[config.mk]
export PLATFORM = sky130hd
export DESIGN_NAME = ebus_wait_ctrl
export DESIGN_NICKNAME = d
export VERILOG_FILES = /design/src/rtl/ebus_pkg.sv /design/src/rtl/ebus_ack_sync.sv /design/src/rtl/ebus_wait_cnt.sv /design/src/rtl/ebus_seq.sv /design/src/rtl/ebus_wait_ctrl.sv
export SDC_FILE = /design/constraint.sdc
export NUM_CORES = 1
export LEC_CHECK = 0
export ABC_AREA = 1
export BUFFER_PORTS_ARGS = -buffer_cell sky130_fd_sc_hd__buf_2
export CORE_ASPECT_RATIO = 1.2
export CORE_MARGIN = 2
export CORE_UTILIZATION = 48
export CTS_BUF_LIST = sky130_fd_sc_hd__clkbuf_8
export CTS_CLUSTER_DIAMETER = 60
export DETAILED_ROUTE_END_ITERATION = 10
export PLACE_DENSITY = 0.91
export SLEW_MARGIN = 0
export SYNTH_ARGS = -nofsm -noshare
export SYNTH_HDL_FRONTEND = slang
export SYNTH_SLANG_ARGS = --single-unit
export TNS_END_PERCENT = 100
[constraint.sdc]
create_clock -name clk -period 1.9 [get_ports clk]
set_clock_uncertainty 0.15 [all_clocks]
set_input_delay 0.19 -clock clk [delete_from_list [all_inputs] [get_ports clk]]
set_output_delay 0.19 -clock clk [all_outputs]
set_load 0.005 [all_outputs]
[src/rtl/ebus_pkg.sv]
package ebus_pkg;
   typedef enum logic [1:0] {
      ST_IDLE   = 2'd0,
      ST_ASSERT = 2'd1,
      ST_WAIT   = 2'd2,
      ST_FINISH = 2'd3
   } ebus_state_t;
endpackage

[src/rtl/ebus_ack_sync.sv]
module ebus_ack_sync #(
   parameter int STAGES = 2
) (
   input  logic clk,
   input  logic rst_n,
   input  logic d_i,
   output logic q_o
);
   generate
      if (STAGES < 2) begin : g_bad_stages
         $error("ebus_ack_sync: STAGES must be at least 2");
      end
   endgenerate

   logic [STAGES-1:0] chain_q;

   always_ff @(posedge clk or negedge rst_n) begin
      if (!rst_n) chain_q[0] <= 1'b0;
      else        chain_q[0] <= d_i;
   end

   generate
      for (genvar s = 1; s < STAGES; s++) begin : g_stage
         always_ff @(posedge clk or negedge rst_n) begin
            if (!rst_n) chain_q[s] <= 1'b0;
            else        chain_q[s] <= chain_q[s-1];
         end
      end
   endgenerate

   assign q_o = chain_q[STAGES-1];
endmodule

[src/rtl/ebus_wait_cnt.sv]
module ebus_wait_cnt #(
   parameter int WAIT_W = 3
) (
   input  logic              clk,
   input  logic              rst_n,
   input  logic              load_i,
   input  logic              step_i,
   input  logic [WAIT_W-1:0] limit_i,
   output logic              reached_o
);
   generate
      if (WAIT_W < 1) begin : g_bad_width
         $error("ebus_wait_cnt: WAIT_W must be at least 1");
      end
   endgenerate

   logic [WAIT_W-1:0] cnt_q;

   always_ff @(posedge clk or negedge rst_n) begin
      if (!rst_n) begin
         cnt_q <= '0;
      end else if (load_i) begin
         cnt_q <= WAIT_W'(1);
      end else if (step_i && (cnt_q < limit_i)) begin
         cnt_q <= cnt_q + WAIT_W'(1);
      end
   end

   assign reached_o = (cnt_q >= limit_i);

   assert_cnt_bound_R5: assert property (@(posedge clk) disable iff (!rst_n)
      step_i && !load_i && (limit_i != '0) |=> (cnt_q <= $past(limit_i)) || load_i);
endmodule

[src/rtl/ebus_seq.sv]
module ebus_seq
   import ebus_pkg::*;
#(
   parameter int ADDR_W = 8,
   parameter int DATA_W = 8,
   parameter int WAIT_W = 3
) (
   input  logic              clk,
   input  logic              rst_n,
   input  logic              req_i,
   input  logic              we_i,
   input  logic [ADDR_W-1:0] addr_i,
   input  logic [DATA_W-1:0] wdata_i,
   input  logic [WAIT_W-1:0] min_wait_i,
   input  logic              master_i,
   input  logic              ack_ok_i,
   input  logic              reached_i,
   input  logic [DATA_W-1:0] rdata_i,
   output ebus_state_t       state_o,
   output logic              we_o,
   output logic [ADDR_W-1:0] addr_o,
   output logic [DATA_W-1:0] wdata_o,
   output logic [WAIT_W-1:0] min_wait_o,
   output logic [DATA_W-1:0] rdata_o,
   output logic              done_o,
   output logic              load_o,
   output logic              step_o
);
   ebus_state_t       state_q;
   logic              we_q;
   logic [ADDR_W-1:0] addr_q;
   logic [DATA_W-1:0] wdata_q;
   logic [WAIT_W-1:0] mw_q;
   logic [DATA_W-1:0] rdata_q;
   logic              done_q;

   always_ff @(posedge clk or negedge rst_n) begin
      if (!rst_n) begin
         state_q <= ST_IDLE;
         we_q    <= 1'b0;
         addr_q  <= '0;
         wdata_q <= '0;
         mw_q    <= '0;
         rdata_q <= '0;
         done_q  <= 1'b0;
      end else begin
         done_q <= (state_q == ST_FINISH);
         case (state_q)
            ST_IDLE: begin
               if (req_i && master_i && !done_q) begin
                  we_q    <= we_i;
                  addr_q  <= addr_i;
                  wdata_q <= wdata_i;
                  mw_q    <= min_wait_i;
                  state_q <= ST_ASSERT;
               end
            end
            ST_ASSERT: begin
               state_q <= (mw_q == '0) ? ST_FINISH : ST_WAIT;
            end
            ST_WAIT: begin
               if (reached_i && ack_ok_i) state_q <= ST_FINISH;
            end
            ST_FINISH: begin
               if (!we_q) rdata_q <= rdata_i;
               state_q <= ST_IDLE;
            end
            default: state_q <= ST_IDLE;
         endcase
      end
   end

   assign state_o    = state_q;
   assign we_o       = we_q;
   assign addr_o     = addr_q;
   assign wdata_o    = wdata_q;
   assign min_wait_o = mw_q;
   assign rdata_o    = rdata_q;
   assign done_o     = done_q;
   assign load_o     = (state_q == ST_ASSERT);
   assign step_o     = (state_q == ST_WAIT);

   assert_zero_wait_R4: assert property (@(posedge clk) disable iff (!rst_n)
      (state_q == ST_ASSERT) && (mw_q == '0) |=> (state_q == ST_FINISH));

   assert_min_wait_R5: assert property (@(posedge clk) disable iff (!rst_n)
      (state_q == ST_WAIT) && !reached_i |=> (state_q == ST_WAIT));

   assert_done_pulse_R7: assert property (@(posedge clk) disable iff (!rst_n)
      done_q |=> !done_q);

   assert_gap_R10: assert property (@(posedge clk) disable iff (!rst_n)
      done_q |=> (state_q == ST_IDLE));

   assert_hold_R2: assert property (@(posedge clk) disable iff (!rst_n)
      (state_q == ST_IDLE) && !master_i |=> (state_q == ST_IDLE));
endmodule

[src/rtl/ebus_wait_ctrl.sv]
module ebus_wait_ctrl
   import ebus_pkg::*;
#(
   parameter int ADDR_W      = 16,
   parameter int DATA_W      = 24,
   parameter int WAIT_W      = 4,
   parameter int SYNC_STAGES = 2
) (
   input  logic              clk,
   input  logic              rst_n,
   input  logic              req_i,
   input  logic              we_i,
   input  logic [ADDR_W-1:0] addr_i,
   input  logic [DATA_W-1:0] wdata_i,
   input  logic [WAIT_W-1:0] min_wait_i,
   input  logic              master_i,
   input  logic              ack_i,
   input  logic              ack_async_i,
   input  logic [DATA_W-1:0] rdata_i,
   output logic              rd_n_o,
   output logic              wr_n_o,
   output logic [ADDR_W-1:0] addr_o,
   output logic [DATA_W-1:0] wdata_o,
   output logic              addr_oe_o,
   output logic              data_oe_o,
   output logic              strobe_oe_o,
   output logic [DATA_W-1:0] rdata_o,
   output logic              done_o
);
   generate
      if (ADDR_W < 1 || DATA_W < 1) begin : g_bad_bus
         $error("ebus_wait_ctrl: bus widths must be positive");
      end
      if (WAIT_W < 1 || WAIT_W > 16) begin : g_bad_wait
         $error("ebus_wait_ctrl: WAIT_W out of range");
      end
   endgenerate

   ebus_state_t       state;
   logic              we_q;
   logic [WAIT_W-1:0] mw_q;
   logic              load;
   logic              step;
   logic              reached;
   logic              ack_synced;
   logic              ack_ok;
   logic              live_q;
   logic              active;

   always_ff @(posedge clk or negedge rst_n) begin
      if (!rst_n) live_q <= 1'b0;
      else        live_q <= 1'b1;
   end

   ebus_ack_sync #(.STAGES(SYNC_STAGES)) u_sync (
      .clk   (clk),
      .rst_n (rst_n),
      .d_i   (ack_i),
      .q_o   (ack_synced)
   );

   assign ack_ok = master_i & (ack_async_i ? ack_synced : ack_i);

   ebus_wait_cnt #(.WAIT_W(WAIT_W)) u_cnt (
      .clk       (clk),
      .rst_n     (rst_n),
      .load_i    (load),
      .step_i    (step),
      .limit_i   (mw_q),
      .reached_o (reached)
   );

   ebus_seq #(.ADDR_W(ADDR_W), .DATA_W(DATA_W), .WAIT_W(WAIT_W)) u_seq (
      .clk        (clk),
      .rst_n      (rst_n),
      .req_i      (req_i),
      .we_i       (we_i),
      .addr_i     (addr_i),
      .wdata_i    (wdata_i),
      .min_wait_i (min_wait_i),
      .master_i   (master_i),
      .ack_ok_i   (ack_ok),
      .reached_i  (reached),
      .rdata_i    (rdata_i),
      .state_o    (state),
      .we_o       (we_q),
      .addr_o     (addr_o),
      .wdata_o    (wdata_o),
      .min_wait_o (mw_q),
      .rdata_o    (rdata_o),
      .done_o     (done_o),
      .load_o     (load),
      .step_o     (step)
   );

   assign active      = (state != ST_IDLE);
   assign rd_n_o      = !(active && !we_q);
   assign wr_n_o      = !(active && we_q);
   assign addr_oe_o   = master_i && live_q;
   assign strobe_oe_o = master_i && live_q;
   assign data_oe_o   = master_i && live_q && active && we_q;

   assert_strobe_excl_R3: assert property (@(posedge clk) disable iff (!rst_n)
      !(!rd_n_o && !wr_n_o));

   assert_idle_quiet_R8: assert property (@(posedge clk) disable iff (!rst_n)
      rd_n_o && wr_n_o && !req_i |=> rd_n_o && wr_n_o);
endmodule

---- Word level (Yosys, flattened, before mapping) ----
Index checks and enable logic that the tools add are counted.
word-level totals
  bits in registers ....................... 79
  input port bits ......................... 75
  output and inout port bits .............. 70
  word-level logic and storage cells ...... 48
cells by class
  add/sub/neg operators ................... 1
  order comparisons ....................... 2
  equality and inequality tests ........... 5
  muxes and demuxes ....................... 7
  bitwise gates (word level) .............. 2
  reduce and logical (&&, ||, !) cells .... 20
operators with widths
  cell                                                  number
  logical AND 1 bit                                     9
  two-way mux 4 bit                                     2
  case mux 2 bit (4 select lines)                       1
  AND reduction 2 bit                                   3
  adder 4 x 1 -> 4 bit (second input constant)          1
  equality test 2 bit (second input constant)           2
  greater-or-equal comparator 4 bit                     1
  logical NOT 1 bit                                     4
  logical NOT 4 bit                                     1
  less-than comparator 4 bit                            1
  two-way mux 2 bit                                     2
  != test 2 x 1 -> 1 bit (second input constant)        2
  nonzero test 2 bit                                    2
  equality test 2 x 1 -> 1 bit (second input constant)  1
  logical NOT 2 bit                                     1
  two-way mux 1 bit                                     2
  bitwise AND 1 bit                                     1
  NOT 1 bit                                             1

---- Longest topological paths before layout ----
Gate-level depths: netlist of the first run.
  depth in word-level cells ............... 5
  gate-level depth with buffers ........... 10

---- Modules after synthesis ----
A second synthesis of the first run with hierarchy kept.
unflattened totals
  cells, all modules ...................... 331
  area total of the unflattened synthesis .. 3518.4 um^2
modules (own cells, without submodules)
  module          instances  cells each  area each (um^2)  sequential area each (um^2)
  ebus_seq        1          268         3011.6            1801.7
  ebus_wait_cnt   1          49          376.6             100.1
  ebus_wait_ctrl  1          12          80.1              25.0
  ebus_ack_sync   1          2           50.0              50.0

---- Worst setup path before layout of the first run ----
OpenSTA, ideal clock, no wires.
  kind .................................... register -> register
  from .................................... register u_seq.state_q[0], in the netlist u_seq.state_o[0]
  to ...................................... register u_seq.addr_q[10], in the netlist u_seq.addr_o[10]
  arrival time ............................ 1.351 ns
  required time ........................... 1.625 ns
  slack ................................... 0.274 ns
  cell stages (with the launch flop) ...... 7
  period minus slack after synthesis ...... 1.626 ns
  cell sequence ........................... dfrtp_1 inv_1 ha_1 nand2_1 buf_6 buf_6 mux2_4
on the way
  word-level cells in the longest chain between the ends .. 2
RTL lines
  item                                  line            RTL
  start: declaration                    ebus_seq.sv:29  ebus_state_t state_q;
  start signal: assignment              ebus_seq.sv:59  state_q <= (mw_q == '0) ? ST_FINISH : ST_WAIT;
  logical NOT 2 bit                     ebus_seq.sv:48  case (state_q)
  AND reduction 2 bit (no source line)  --
  end signal: assignment                ebus_seq.sv:52  addr_q <= addr_i;
  end: declaration                      ebus_seq.sv:31  logic [ADDR_W-1:0] addr_q;
Every way passes these cells.
A chain may end at the register's enable or synchronous reset.

---- Final worst setup path of the first run ----
  from .................................... register u_seq.state_q[1], in the netlist u_seq.state_o[1]
  to ...................................... output port data_oe_o
on the way
  word-level cells in the longest chain between the ends .. 3
RTL lines
  item                             line                   RTL
  nonzero test 2 bit               ebus_wait_ctrl.sv:96   assign active = (state != ST_IDLE);
  logical AND 1 bit (2 in series)  ebus_wait_ctrl.sv:101  assign data_oe_o = master_i && live_q && active && we_q;
  end: declaration                 ebus_wait_ctrl.sv:25   output logic data_oe_o,
Every way passes these cells.

==> results of run 1 <==
power groups by stage:
stage	Sequential, mW	Combinational, mW	Clock (mW)
after floorplan	2.98	1.34	0
after global placement	2.91	2.42	0
after detailed placement	2.95	2.55	0
after CTS	2.93	2.67	1.53
after global routing	3.05	3.11	1.61
final	2.97	2.85	1.50
synthesized netlist by cell type, drive strengths merged:
cell type  instances
conb               1
o21ai              3
nor2              10
nand3             10
nand4              1
xor2               2
dfrtp             79
buf                8
inv               20
mux2              65
ha                 9
nand2             27
a21oi              7
metal layers:
metal	track usage [%]	vias to the layer above
li1	-	1258
met1	24.0	1306
met2	45.6	96
met3	5.00	18
met4	11.4	0
met5	0	-
registers in the layout, summed over array words and instances (netlist names):
| register | count |
|---|---|
| u_seq.rdata_o | 24 |
| u_seq.wdata_o | 24 |
| u_seq.addr_o | 16 |
| u_cnt.cnt_q | 4 |
| u_seq.min_wait_o | 4 |
| u_seq.state_o | 2 |
| live_q | 1 |
| u_seq.done_o | 1 |
| u_seq.we_o | 1 |
| u_sync.chain_q | 1 |
| u_sync.q_o | 1 |
final cells by class:
cell class                      instances  area (um2)
Inverter                               20        75.1
Multi-Input combinational cell        135        1140
Timing Repair Buffer                  224        1540
Sequential cell                        79        1980
Fill cell                             409        1400
Clock buffer                           10         138
Clock inverter                          6         109
Antenna cell                            1        2.50
Tap cell                               85         106
cells in the final DEF, fill, tap and decap left out:
cell,instances
bufinv_16,3
clkbuf_8,10
nand4_1,1
mux2_2,63
buf_4,7
dfrtp_1,79
buf_12,3
inv_2,2
nor2_1,9
diode_2,1
nand2_1,26
ha_1,8
a21oi_1,7
clkinvlp_4,2
dlygate4sd3_1,71
xor2_1,2
inv_1,19
buf_2,143
nand2_2,1
nand3_1,10
nor2_2,1
ha_4,1
mux2_4,2
o21ai_0,3
conb_1,1
kinds of logic after synthesis:
group | Yosys count
AO/OA/AOI/OAI | 10
XOR/XNOR | 2
adder cells (fa/ha/maj) | 9
buffers and inverters | 28
flip-flops | 79
multiplexers | 65
other | 1
AND/OR/NAND/NOR | 48
worst paths after layout:
kind                                         from                end  slack [ns]  cells past startpoint
max in group asynchronous                   rst_n  u_seq.rdata_o[14]        0.84                      3
worst max-delay path             u_seq.state_o[1]          data_oe_o        0.13                      6
worst min register to register  u_sync.chain_q[0]         u_sync.q_o        0.20                      0
min in group asynchronous                   rst_n  u_seq.wdata_o[20]        0.21                      2
worst max register to register   u_seq.state_o[0]  u_seq.rdata_o[13]        0.16                      5
worst min-delay path            u_sync.chain_q[0]         u_sync.q_o        0.20                      0
stage by stage:
step / util (%) / instances
floorplan: - / 242
global placement: 62.9 / 468
detailed placement: 62.9 / 468
CTS: 77.7 / 555
global route: 78.3 / 559
finish: 78.4 / 560
timing repair:
item	4_1_cts	5_1_grt
buffers inserted	0	4
hold endpoints to repair	109	0
gates resized for setup	0	4
hold buffers	71	0
endpoints found under the setup margin	0	3
==> flow_summary.ini, run 1 <==
[status]
status = finished clean

[synthesis]
synth_area_um2 = 3230
synth-adder-area-share_pct = 3.49
syn_area_per_cell_um2 = 13.3
netlist.area_leader.share_pct = 61.2
synth_top_family_by_area = multiplexers
seq_area_frac_synth_pct = 61.2
synth_seq_cells = 79
synth_fp_nets = 326
ys_types = 17
synth_xor_area_share_pct = 0.543
yosys.area_share.simple_pct = 6.12
synth_mux_area_share_pct = 22.9
ys.warnings.count = 0
syn_inst = 242
synth-compound-area-share_pct = 1.55
yosysTopAreaCell = dfrtp_1
synth_area_leaders = dfrtp_1 61%, mux2_2 22%, ha_1 3.5%, nand2_1 3.1%, inv_1 2.3%

[clock_tree]
cts_max_path_buffers = 2
clock_tree.root_cell = clkbuf_8
htreeDepth = 3
clkTransAtPathRegs_ns = 0.07
cts_tree = built
clock_sinks = 79
clock_latency_ns = 0.34
numCtsBuffers = 9

[drt]
drc = 0
dr.pass1.iters = 4
vias_per_cell = 4.78
wl_met2_um = 5010
top_layer = met4
drt_iter0_markers = 90
antenna_left = 0
wl_um = 8690
wl_met1_um = 3080
wl_met3_um = 406
wl_per_cell_um = 15.5
vias = 2678

[timing]
clock.fmax_ghz = 0.567
whs_ns = 0.202
worst_pin_slew_ns = 0.534
fin_tns_setup_ns = 0
post-route-worst-setup-slack_ns = 0.135
finalHoldViolations = 0
rsz0062_at_grt = no
drv_slew = 0
finalSetupViolCount = 0
fin_crit_ns = 1.77
relSlewSlack_pct = 64.4
fin_crit_sh_pct = 92.9

[critical_path]
crit_type = flip-flop to output pin
cp_num_buf_inv = 3
path_cells = inv_1 > ha_4 > inv_2 > nand2_1 > nor2_1 > buf_2
worstPathMaxFanout = 5
cp_slowest_cell = dfrtp_1
end_kind = output pin
cp-start-kind = flip-flop
required_ns = 1.56
crit_family = flip-flops
slowest_delay_ns = 0.41
worstPathArrival_ns = 1.43

[pwr]
peakVddDrop_v = 0.000908
p_leak_nw = 2.60
power.total_mw = 7.32
p_seq_share_pct = 40.5
netSwitchingFraction_pct = 31.5
p_switching_mw = 2.31
p_int_mw = 5.01
comb_power_share_pct = 39.0
clkPwrFrac_pct = 20.5
power_per_cell_area_nw_per_um2 = 1440

[global_routing]
grt_pass1_vias = 2854
grt_max_degree = 42
antenna_found_initial = 0
grt_overflow = 0
grt_pass1_wl_um = 13300
grt_use_total_pct = 23.7

[die]
design.die.area_um2 = 7400
core_area_um2 = 6490
die_w_um = 78.9
die_h_um = 93.8
io_pins = 145
start_util_pct = 49.8
rows = 32

[placed_design]
io_buffer_count = 144
placed_area_um2 = 4080
pre_cts_slack_ns = 0.191
place_hpwl_um = 5070
place.gp.congestion = 0.845

[final_layout]
area_growth_pct = 57.4
design_area_um2 = 5080
nets = 553
final_layout_size_suffix_gt1_share_pct = 50.2

[flow_run]
max_cap_violations = 0

[worst_hold_path]
hold_class = flip-flop to flip-flop
(Power assumes the default switching activity.)
==> inputs of run 2 (changes only) <==
--- a/config.mk
+++ b/config.mk
@@ -9,13 +9,14 @@
 export BUFFER_PORTS_ARGS = -buffer_cell sky130_fd_sc_hd__buf_2
 export CORE_ASPECT_RATIO = 1.2
 export CORE_MARGIN = 2
-export CORE_UTILIZATION = 48
+export CORE_UTILIZATION = 50
 export CTS_BUF_LIST = sky130_fd_sc_hd__clkbuf_8
 export CTS_CLUSTER_DIAMETER = 60
 export DETAILED_ROUTE_END_ITERATION = 10
-export PLACE_DENSITY = 0.91
+export PLACE_DENSITY = 0.93
 export SLEW_MARGIN = 0
 export SYNTH_ARGS = -nofsm -noshare
 export SYNTH_HDL_FRONTEND = slang
+export SYNTH_HIERARCHICAL = 1
 export SYNTH_SLANG_ARGS = --single-unit
 export TNS_END_PERCENT = 100
==> run 2 against run 1 <==
  * Synthesized cell count is 37% higher
  * Critical path type is now flip-flop to flip-flop
  * Via count increased by 16%
  * Largest power group is now combinational logic
  * Cell area grew 2.2%
  * Critical path depth stayed put
  * Final cell count increased by 15%
  * Routed wire length up 16%
  * Hold slack lost 0.0019 ns
  * Critical endpoint is now u_seq/wdata_o[17]
  * Worst setup slack got worse by 0.022 ns
  * Count of clock-buffer cells in the layout down 1
==> flow_summary.ini, run 2 <==
[drt]
dr.pass1.iters = 4
wl_per_cell_um = 15.8
drt_iter0_markers = 192
wl_met3_um = 475
wl_met1_um = 3500
drc = 0
vias_per_cell = 4.83
top_layer = met4
wl_um = 10100
wl_met2_um = 5770
antenna_left = 0
vias = 3099

[critical_path]
crit_type = flip-flop to flip-flop
slowest_delay_ns = 0.47
path_cells = inv_1 > ha_1 > nand4_4 > buf_6 > nand2_1 > o21ai_2
timing.rr.start = u_seq/state_o[0]
crit_family = flip-flops
required_ns = 2.01
cp-startpoint = u_seq/state_o[0]
cp_num_buf_inv = 2
worstPathArrival_ns = 1.90
cp-start-kind = flip-flop
end_kind = flip-flop
worstPathMaxFanout = 38
cp_slowest_cell = dfrtp_1
rrSetupSlack_ns = 0.11

[synthesis]
ys.flop_type = dfrtp_1
synth_edf_count = 0
synth_area_leaders = dfrtp_1 56%, mux2_2 7.0%, nand2_1 6.6%, inv_1 6.3%, o21ai_2 5.0%
synth_area_um2 = 3520
synthArstFlopShare_pct = 100
seq_area_frac_synth_pct = 56.2
synth_top_family_by_area = simple AND/OR/NAND/NOR gates
yosys.area_share.simple_pct = 11.9
synth_fp_nets = 416
synth_mux_area_share_pct = 7.89
synth_common_cells = 79 x dfrtp_1, 62 x nand2_1, 59 x inv_1
ys.warnings.count = 6
synth-compound-area-share_pct = 9.96
syn_inst = 331
yosysTopAreaCell = dfrtp_1
synth_seq_cells = 79
syn_area_per_cell_um2 = 10.6
ys_types = 26
synth_xor_area_share_pct = 0.249
post-synth-top-count-cell = dfrtp_1
netlist.area_leader.share_pct = 56.2
synth-adder-area-share_pct = 3.56

[clock_tree]
post_cts.repair.setup_buffers = 0
cts_max_path_buffers = 2
clock_tree.root_cell = clkbuf_8
clkTransAtPathRegs_ns = 0.08
numCtsBuffers = 9
clock_latency_ns = 0.35
htreeDepth = 3
cts_tree = built
clock_sinks = 79

[die]
rows = 33
die_h_um = 95.9
start_util_pct = 51.6
die_w_um = 80.6
design.die.area_um2 = 7730
io_pins = 145
core_area_um2 = 6810

[timing]
worst_pin_slew_ns = 0.503
post-route-worst-setup-slack_ns = 0.113
fin_crit_ns = 1.79
relSlewSlack_pct = 66.5
drv_slew = 0
finalHoldViolations = 0
fin_crit_sh_pct = 94.1
fin_tns_setup_ns = 0
finalSetupViolCount = 0
rsz0062_at_grt = no
clock.fmax_ghz = 0.560

[worst_hold_path]
min_from = req_i
hold_class = input pin to flip-flop

[placed_design]
pre_cts_slack_ns = 0.0759
place_hpwl_um = 5690
place.gp.congestion = 0.783
io_buffer_count = 144

[flow_run]
max_cap_violations = 0

[final_layout]
final_common_cell = buf_2
final_cell_mix = 143 x buf_2, 79 x dfrtp_1, 71 x dlygate4sd3_1
nets = 634
fin_util_pct = 76.3
area_growth_pct = 47.7
final_layout_size_suffix_gt1_share_pct = 39.9

[global_routing]
grt_max_degree = 53
grt_pass1_wl_um = 15200
grt_use_total_pct = 26.7
grt_overflow = 0
grt_pass1_vias = 3287
antenna_found_initial = 0

[pwr]
power.total_mw = 7.11
p_leak_nw = 2.84
power_per_cell_area_nw_per_um2 = 1370
peakVddDrop_v = 0.000788

[status]
status = finished clean
run 2: repair_timing:
action                                  4_1_cts  5_1_grt
endpoints found under the hold margin       107        0
endpoints found under the setup margin        0       46
resized for setup                             0        5
hold buffers                                 71        0
run 2: tightest hold or removal path: cells and delay by family:
kind,cells,cell delay [ns]
buffers and inverters,1,0.12
and+or+nand+nor,4,0.35
run 2: through the flow:
step | cell area [um2] | cells | hold WS (ns)
floorplan | 3520 | 331 | -0.256
global placement | 4270 | 554 | 0.0354
detailed placement | 4270 | 554 | 0.0435
CTS | 5170 | 641 | 0.188
global route | 5190 | 641 | 0.238
finish | 5190 | 642 | 0.200
run 2: worst paths after layout:
path / endpoint / cells past startpoint
min in group asynchronous: u_seq/rdata_o[17] / 2
max reg2reg: u_seq/wdata_o[17] / 6
min reg2reg: u_sync/q_o / 0
min: u_seq/state_o[1] / 5
max in group asynchronous: u_seq/rdata_o[11] / 3
max: u_seq/wdata_o[17] / 6
run 2: cell type report:
class / count / area (um2)
well taps: 87 / 109
flip-flops and latches: 79 / 1980
clock inverters: 7 / 65.1
multi-input cells: 178 / 1200
inverters: 62 / 233
repair buffers: 219 / 1490
fillers: 410 / 1620
clock buffers: 9 / 124
diodes: 1 / 2.50
run 2: cells by family after synthesis:
kind of cell | after synthesis
adder cells (fa/ha/maj) | 10
other | 1
flip-flops | 79
AO/OA/AOI/OAI | 51
multiplexers | 24
buffers and inverters | 74
AND/OR/NAND/NOR | 91
XOR/XNOR | 1
run 2: per-layer routing:
metal | GRT usage (%) | up-vias
li1 | - | 1464
met1 | 27.8 | 1493
met2 | 49.2 | 105
met3 | 6.38 | 37
met4 | 14.3 | 0
met5 | 0 | -
run 2: power by group:
| group | total [mW] | internal [mW] | switching, mW |
|---|---|---|---|
| logic | 2.98 | 1.45 | 1.53 |
| clock network | 1.19 | 0.597 | 0.591 |
| registers | 2.94 | 2.44 | 0.494 |
